===== config.mk =====
export PLATFORM = sky130hd
export DESIGN_NAME = smp_fetch_ctl
export DESIGN_NICKNAME = d
export VERILOG_FILES = /design/src/rtl/sfc_pkg.sv /design/src/rtl/sfc_regs.sv /design/src/rtl/sfc_track.sv /design/src/rtl/sfc_fetch.sv /design/src/rtl/smp_fetch_ctl.sv
export SDC_FILE = /design/constraint.sdc
export NUM_CORES = 1
export LEC_CHECK = 0
export CORE_MARGIN = 5
export CORE_UTILIZATION = 60
export CTS_BUF_LIST = sky130_fd_sc_hd__clkbuf_8
export CTS_CLUSTER_DIAMETER = 100
export DETAILED_ROUTE_END_ITERATION = 8
export DONT_BUFFER_PORTS = 1
export GPL_TIMING_DRIVEN = 0
export HOLD_SLACK_MARGIN = 0.12
export PLACE_DENSITY = 0.73
export SETUP_SLACK_MARGIN = 0.15
export SYNTH_ARGS = -nofsm -noshare
export SYNTH_HDL_FRONTEND = slang
export SYNTH_SLANG_ARGS = --single-unit

===== constraint.sdc =====
create_clock -name clk -period 2.7 [get_ports clk]
set_clock_uncertainty 0.05 [all_clocks]
set_input_delay 0.27 -clock clk [delete_from_list [all_inputs] [get_ports clk]]
set_output_delay 0.27 -clock clk [all_outputs]
set_load 0.03 [all_outputs]

===== src/rtl/sfc_pkg.sv =====
package sfc_pkg;
  localparam logic [1:0] SEL_CTRL = 2'd0;
  localparam logic [1:0] SEL_ADDR = 2'd1;
  localparam logic [1:0] SEL_LEN  = 2'd2;
  localparam int CTRL_IRQ_BIT  = 7;
  localparam int CTRL_LOOP_BIT = 6;
endpackage


===== src/rtl/sfc_regs.sv =====
module sfc_regs
  import sfc_pkg::*;
#(
  parameter int          CODE_W     = 8,
  parameter int          ADDR_W     = 16,
  parameter logic [15:0] BASE_ADDR  = 16'hC000,
  parameter int          ADDR_SHIFT = 6,
  parameter int          LEN_SHIFT  = 4,
  localparam int         LEN_W      = CODE_W + LEN_SHIFT
) (
  input  logic              clk,
  input  logic              rst_n,
  input  logic              wr_en,
  input  logic [1:0]        wr_sel,
  input  logic [CODE_W-1:0] wr_data,
  output logic              irq_en,
  output logic              loop_en,
  output logic              irq_clr,
  output logic [ADDR_W-1:0] start_addr,
  output logic [LEN_W-1:0]  sample_len
);
  logic [CODE_W-1:0] addr_code;
  logic [CODE_W-1:0] len_code;

  always_ff @(posedge clk) begin
    if (!rst_n) begin
      irq_en    <= 1'b0;
      loop_en   <= 1'b0;
      addr_code <= '0;
      len_code  <= '0;
    end else if (wr_en) begin
      case (wr_sel)
        SEL_CTRL: begin
          irq_en  <= wr_data[CTRL_IRQ_BIT];
          loop_en <= wr_data[CTRL_LOOP_BIT];
        end
        SEL_ADDR: addr_code <= wr_data;
        SEL_LEN:  len_code  <= wr_data;
        default:  ;
      endcase
    end
  end

  assign irq_clr    = wr_en && (wr_sel == SEL_CTRL) && !wr_data[CTRL_IRQ_BIT];
  assign start_addr = BASE_ADDR[ADDR_W-1:0] + (ADDR_W'(addr_code) << ADDR_SHIFT);
  assign sample_len = (LEN_W'(len_code) << LEN_SHIFT) + LEN_W'(1);
endmodule


===== src/rtl/sfc_track.sv =====
module sfc_track #(
  parameter int          ADDR_W    = 16,
  parameter int          LEN_W     = 12,
  parameter logic [15:0] BASE_ADDR = 16'hC000,
  parameter logic [15:0] WRAP_ADDR = 16'h8000
) (
  input  logic              clk,
  input  logic              rst_n,
  input  logic              chan_en,
  input  logic [ADDR_W-1:0] start_addr,
  input  logic [LEN_W-1:0]  sample_len,
  input  logic              loop_en,
  input  logic              irq_en,
  input  logic              irq_clr,
  input  logic              fetch_done,
  output logic [ADDR_W-1:0] cur_addr,
  output logic              remain_nz,
  output logic              irq
);
  logic [LEN_W-1:0]  remain;
  logic              en_q;
  logic              launch;
  logic              last;
  logic [ADDR_W-1:0] addr_inc;

  assign launch    = chan_en && !en_q && (remain == '0);
  assign last      = (remain == LEN_W'(1));
  assign remain_nz = (remain != '0);
  assign addr_inc  = (cur_addr == '1) ? WRAP_ADDR[ADDR_W-1:0] : cur_addr + ADDR_W'(1);

  always_ff @(posedge clk) begin
    if (!rst_n) begin
      cur_addr <= BASE_ADDR[ADDR_W-1:0];
      remain   <= '0;
      en_q     <= 1'b0;
      irq      <= 1'b0;
    end else begin
      en_q <= chan_en;
      if (fetch_done) cur_addr <= addr_inc;
      if (!chan_en) begin
        remain <= '0;
      end else if (launch) begin
        cur_addr <= start_addr;
        remain   <= sample_len;
      end else if (fetch_done && remain_nz) begin
        if (last && loop_en) begin
          cur_addr <= start_addr;
          remain   <= sample_len;
        end else begin
          remain <= remain - LEN_W'(1);
        end
      end
      if (irq_clr) irq <= 1'b0;
      else if (fetch_done && last && !loop_en && irq_en) irq <= 1'b1;
    end
  end
endmodule


===== src/rtl/sfc_fetch.sv =====
module sfc_fetch #(
  parameter int DATA_W = 8
) (
  input  logic              clk,
  input  logic              rst_n,
  input  logic              can_fetch,
  output logic              busy,
  input  logic              mem_ack,
  input  logic [DATA_W-1:0] mem_data,
  output logic              buf_full,
  input  logic              buf_ready,
  output logic [DATA_W-1:0] buf_data,
  output logic              fetch_done
);
  assign fetch_done = busy && mem_ack;

  always_ff @(posedge clk) begin
    if (!rst_n) begin
      busy     <= 1'b0;
      buf_full <= 1'b0;
      buf_data <= '0;
    end else if (fetch_done) begin
      busy     <= 1'b0;
      buf_full <= 1'b1;
      buf_data <= mem_data;
    end else begin
      if (!busy && !buf_full && can_fetch) busy <= 1'b1;
      if (buf_full && buf_ready) buf_full <= 1'b0;
    end
  end
endmodule


===== src/rtl/smp_fetch_ctl.sv =====
module smp_fetch_ctl #(
  parameter int          ADDR_W     = 16,
  parameter int          DATA_W     = 8,
  parameter int          ADDR_SHIFT = 6,
  parameter int          LEN_SHIFT  = 4,
  parameter logic [15:0] BASE_ADDR  = 16'hC000,
  parameter logic [15:0] WRAP_ADDR  = 16'h8000,
  localparam int         LEN_W      = DATA_W + LEN_SHIFT
) (
  input  logic              clk,
  input  logic              rst_n,
  input  logic              chan_en,
  input  logic              wr_en,
  input  logic [1:0]        wr_sel,
  input  logic [DATA_W-1:0] wr_data,
  output logic              mem_req,
  output logic [ADDR_W-1:0] mem_addr,
  input  logic              mem_ack,
  input  logic [DATA_W-1:0] mem_data,
  output logic              buf_valid,
  input  logic              buf_ready,
  output logic [DATA_W-1:0] buf_data,
  output logic              stall,
  output logic              irq
);
  logic              irq_en, loop_en, irq_clr;
  logic [ADDR_W-1:0] start_addr;
  logic [LEN_W-1:0]  sample_len;
  logic              remain_nz, fetch_done, busy;

  sfc_regs #(
    .CODE_W(DATA_W), .ADDR_W(ADDR_W), .BASE_ADDR(BASE_ADDR),
    .ADDR_SHIFT(ADDR_SHIFT), .LEN_SHIFT(LEN_SHIFT)
  ) u_regs (
    .clk(clk), .rst_n(rst_n), .wr_en(wr_en), .wr_sel(wr_sel), .wr_data(wr_data),
    .irq_en(irq_en), .loop_en(loop_en), .irq_clr(irq_clr),
    .start_addr(start_addr), .sample_len(sample_len)
  );

  sfc_track #(
    .ADDR_W(ADDR_W), .LEN_W(LEN_W), .BASE_ADDR(BASE_ADDR), .WRAP_ADDR(WRAP_ADDR)
  ) u_track (
    .clk(clk), .rst_n(rst_n), .chan_en(chan_en),
    .start_addr(start_addr), .sample_len(sample_len),
    .loop_en(loop_en), .irq_en(irq_en), .irq_clr(irq_clr),
    .fetch_done(fetch_done), .cur_addr(mem_addr), .remain_nz(remain_nz), .irq(irq)
  );

  sfc_fetch #(.DATA_W(DATA_W)) u_fetch (
    .clk(clk), .rst_n(rst_n), .can_fetch(remain_nz && chan_en), .busy(busy),
    .mem_ack(mem_ack), .mem_data(mem_data), .buf_full(buf_valid),
    .buf_ready(buf_ready), .buf_data(buf_data), .fetch_done(fetch_done)
  );

  assign mem_req = busy;
  assign stall   = busy;
endmodule


After elaboration in Yosys (flattened, before gate mapping):

Cells that the tools add are included.

* bits in registers: 58
* output and inout bits: 28
* word-level logic and storage cells: 61

* add/sub/neg operators: 4
* equality and inequality tests: 4
* mux-type cells: 11
* bitwise gates (word level): 1
* reductions and logical operators: 30

Operators by type and width (count)
* two-way mux 16 bit: 6
* two-way mux 12 bit: 3
* adder 15 x 15 -> 16 bit (first input constant): 1
* adder 16 x 1 -> 16 bit (second input constant): 1
* equality test 16 bit (second input constant): 1
* logical AND 1 bit: 14
* adder 12 x 1 -> 12 bit (second input constant): 1
* equality test 12 x 1 -> 1 bit (second input constant): 1
* logical NOT 12 bit: 1
* nonzero test 12 bit: 1
* subtractor 12 x 1 -> 12 bit (second input constant): 1
* AND reduction 2 bit: 4
* logical NOT 1 bit: 5
* nonzero test 2 bit: 2
* OR reduction 2 bit: 2
* equality test 2 x 1 -> 1 bit (second input constant): 1
* equality test 2 bit (second input constant): 1
* logical NOT 2 bit: 1
* two-way mux 1 bit: 2
* inverter 1 bit: 1

Logic depth before layout (Yosys ltp):

* word-level depth: 7
* depth in mapped cells: 8
* gate-level depth less buffers: 7

Modules after synthesis:

Synthesis repeated with hierarchy kept, for this count alone.

* cells, all modules: 360
* area total of the unflattened synthesis: 3060.4 um^2

By module, submodules not included
* sfc_track: instances 1, cells each 228, area an instance 1846.8 um^2, seq. area each 600.6 um^2
* sfc_regs: instances 1, cells each 85, area an instance 802.0 um^2, seq. area each 360.3 um^2
* sfc_fetch: instances 1, cells each 45, area an instance 397.9 um^2, seq. area each 200.2 um^2
* smp_fetch_ctl: instances 1, cells each 2, area an instance 13.8 um^2, seq. area each 0.0 um^2

Least setup slack after synthesis:

OpenSTA, ideal clock, no wires.

* kind: reg-to-reg
* start point: reg u_track.remain[7]
* end point: reg u_track.remain[10]
* arrival: 1911 ps
* required time: 2521 ps
* slack: 610 ps
* cell stages (with the launch flop): 7
* path buffers: 1
* clock period less this slack: 2090 ps
* cells stage by stage: dfxtp_1 > or4_4 > o41a_1 > buf_6 > and3_1 > a211oi_1 > a21oi_1

* cells in the longest elaborated chain, start to end: 5

RTL lines
* from (decl): line sfc_track.sv:20 `logic [LEN_W-1:0] remain;`
* from (signal assigned): line sfc_track.sv:44 `remain <= sample_len;`
* from (signal assigned): line sfc_track.sv:48 `remain <= sample_len;`
* from (signal assigned): line sfc_track.sv:50 `remain <= remain - LEN_W'(1);`
* branches (longest 5 deep; another with subtractor 12 x 1 -> 12 bit)

Parallel ways; which one is timed is not known. The select of a mux whose other input is x is not followed.
A chain may end at the register's enable or synchronous reset.

Worst setup path in the final report:

Ends and elaborated chain as after synthesis.

==> impl_metrics.csv <==
group,metric,value,unit
finish,areaGrowthSynthToFinish,17.0,%
worst_setup_path,crit_required,2.87,ns
worst_hold_path,worstHoldPathCells,3,
run_status,outcome,"finished clean",
power_and_ir_drop,p_total,2.07,mW
finish,fin_cells,411,
worst_setup_path,r2r_cells,6,
clocking,cts_tree,"done",
die,die_area,5960,µm²
sta,finalCritPeriodShare,83.6,%
finish,layout.cells.most_common,"dfxtp_1",
detailed_routing,drt_iter0_markers,154,
clocking,clk_pin_slew,0.07,ns
worst_setup_path,slowest_delay,0.61,ns
logic_synthesis,avgSynthCellArea,8.33,µm²
logic_synthesis,ys_types,44,
die,die_y,77.2,µm
flow_run,maxCapViolations,0,
detailed_routing,drcViolationCount,0,
clocking,post_cts_buffers,0,
worst_setup_path,ff2ff_setup_slack,0.44,ns
sta,grt_setup_unrepaired,"no",
sta,fin_ws,0.444,ns
clocking,cts.sinks,58,
worst_setup_path,crit_path_max_fanout,10,
global_route,grtUsageTotal,23.3,%
logic_synthesis,syn_inst,325,
clocking,numCtsBuffers,9,
logic_synthesis,synth-seq-area-share,42.9,%
worst_setup_path,critPathKind,"register to register",
power_and_ir_drop,leakage,1.24,nW
finish,final_cell_mix,"dfxtp_1 (58), nand2_1 (44), nor2_1 (42), a21oi_1 (27), dlygate4sd3_1 (19)",
worst_setup_path,crit_chain,"or4_4 -> o41a_1 -> buf_6 -> and3_1 -> a211oi_1 -> a21oi_1",
worst_setup_path,reg2reg_from,"u_track.remain[7]$_SDFFE_PN0P_",
detailed_routing,wl,6.56,mm
logic_synthesis,synth_seq_cells,58,
detailed_routing,top_layer_used,"met4",
placement,io_buffer_count,0,
clocking,ctsResizeCount,0,
global_route,grt_pass1_wl,11.2,mm
worst_setup_path,worstSetupStartpointType,"register",
global_route,overflow,0,
detailed_routing,dr_wl_met3,502,µm
finish,drive_gt1_share,7.52,%
logic_synthesis,syn_nets,353,
worst_setup_path,r2r_end,"u_track.remain[10]$_SDFFE_PN0P_",
die,io_pins,52,
sta,drv_slew,0,
worst_hold_path,hold_start,"wr_sel[1]",
global_route,antenna_found_initial,0,
logic_synthesis,synth-warning-count,0,
clocking,clk_path_buf_depth,2,
clocking,insertion_delay,0.34,ns
logic_synthesis,netlist_area,2710,µm²
worst_setup_path,crit_arrival,2.42,ns
sta,fmax,0.443,GHz
detailed_routing,ant_nets,0,
detailed_routing,via_per_inst,5.92,
sta,worst_pin_slew,0.841,ns
placement,pre_cts_ws,0.499,ns
logic_synthesis,synth_flop_cell,"dfxtp_1",
worst_hold_path,min_to,"u_regs.irq_en$_SDFFE_PN0P_",
power_and_ir_drop,max-vdd-ir-drop,0.462,mV
clocking,cts_hold_buffers,19,
global_route,grt_max_degree,11,
placement,gp_congestion,0.843,
sta,fin_tns_setup,0,ns
logic_synthesis,synthArstFlopShare,0,%
sta,setup_viol,0,
die,core_region_area,4350,µm²
power_and_ir_drop,powerDensity,653,nW/µm²
finish,diodes,0,
worst_setup_path,slowest_stage,"or4_4",
clocking,cts_root_buf,"clkbuf_8",
global_route,grt_pass1_vias,2311,
sta,fin_crit,2.26,ns
die,dieWidth,77.2,µm
die,row_count,24,
detailed_routing,met2_length,2.99,mm
worst_setup_path,end_kind,"register",
worst_hold_path,min_path_type,"input pin to register",
die,start_util,62.2,%
placement,hpwl,4.59,mm
placement,dp.cells,377,
detailed_routing,first_pass_iters,4,
sta,hold_viol_final,0,
detailed_routing,vias,2435,
sta,holdWs,0.190,ns
logic_synthesis,synth-edff-count,0,
finish,fillCellCount,345,
finish,fin_nets,383,
detailed_routing,wl_met1,2.95,mm
detailed_routing,wl_per_cell,15.9,µm
clocking,h-tree-depth,3,
sta,relSlewSlack,43.4,%
## where the power goes
group,total [mW],switching (mW),leakage [nW],internal [mW]
clock network,0.825,0.333,0.110,0.491
logic,0.300,0.173,0.659,0.126
registers,0.943,0.0565,0.470,0.886
## logic make-up (layout without fill, tap and decap cells)
family | Yosys count | after routing | share of synthesized area, %
multiplexers | 16 | 16 | 5.91
AND/OR/NAND/NOR | 150 | 150 | 26.2
adder cells (fa/ha/maj) | 4 | 4 | 1.85
flip-flops | 58 | 58 | 42.9
buffers and inverters | 23 | 57 | 3.93
AO/OA/AOI/OAI | 57 | 57 | 13.8
XOR/XNOR | 17 | 17 | 5.50
## metrics by stage
stage          util [%]  instance area (µm²)
3_3_place_gp       63.7                 2770
6_report           72.7                 3170
2_1_floorplan         -                 2710
4_1_cts            72.7                 3170
5_1_grt            72.7                 3170
3_5_place_dp       63.7                 2770
## how the worst max path moves through the flow
stage,from,cells past startpoint,to,slack (ns)
floorplan,u_track.remain[7]$_SDFFE_PN0P_,6,u_track.remain[10]$_SDFFE_PN0P_,0.61
CTS,u_track.remain[7]$_SDFFE_PN0P_,6,u_track.remain[10]$_SDFFE_PN0P_,0.49
detailed placement,u_track.remain[7]$_SDFFE_PN0P_,6,u_track.remain[10]$_SDFFE_PN0P_,0.50
global placement,u_track.remain[7]$_SDFFE_PN0P_,6,u_track.remain[10]$_SDFFE_PN0P_,0.52
global route,u_track.remain[7]$_SDFFE_PN0P_,6,u_track.cur_addr[1]$_SDFF_PN0_,0.20
finish,u_track.remain[7]$_SDFFE_PN0P_,6,u_track.remain[10]$_SDFFE_PN0P_,0.44
## sequential cells by signal (all words and copies together) (netlist names)
register          cells
u_track.cur_addr     16
u_track.remain       12
u_fetch.buf_data      8
u_regs.addr_code      8
u_regs.len_code       8
u_fetch.buf_full      1
u_fetch.busy          1
u_regs.irq_en         1
u_regs.loop_en        1
u_track.en_q          1
u_track.irq           1
## Yosys cell counts, types with 2 or more instances
cell,instances,area [µm²]
and3_1,2,12.5
or3_1,3,18.8
nand4_1,7,43.8
a31oi_1,3,18.8
nand3_1,15,75.1
nor2_1,42,158
nand2b_1,3,18.8
a211oi_1,8,60.1
nor4_1,5,31.3
buf_4,2,15.0
xor2_1,9,78.8
nand3b_1,3,22.5
nand2_1,44,165
a22oi_1,2,15.0
buf_2,4,20.0
xnor2_1,8,70.1
nor3b_1,4,30.0
a21oi_1,27,135
dfxtp_1,58,1160
mux2i_1,16,160
o21ai_0,6,30.0
o22ai_1,2,12.5
clkbuf_1,9,33.8
inv_1,6,22.5
ha_1,4,50.1
nor3_1,15,75.1
## critical path: cells and delay by family (launching register included)
family / cells / cell delay, ns
compound gates: 3 / 0.79
buf+inv: 1 / 0.15
flops: 1 / 0.37
simple gates: 2 / 0.77
## metal layers
| layer | GRT usage, % | vias to the layer above |
|---|---|---|
| met3 | 6.32 | 12 |
| met1 | 31.1 | 1144 |
| met5 | 0 | - |
| li1 | - | 1204 |
| met2 | 34.8 | 75 |
| met4 | 10.5 | 0 |
## final cells by class
class | count | area [µm²] | area share, %
buffer | 16 | 80.1 | 2.53
tap | 52 | 65.1 | 2.05
clock buffer | 12 | 165 | 5.22
timing repair buffer | 19 | 190 | 6.01
multi-input combinational | 244 | 1440 | 45.5
inverter | 7 | 26.3 | 0.830
clock inverter | 3 | 38.8 | 1.22
sequential | 58 | 1160 | 36.7
Note: power is estimated with default switching activity, not from simulation.
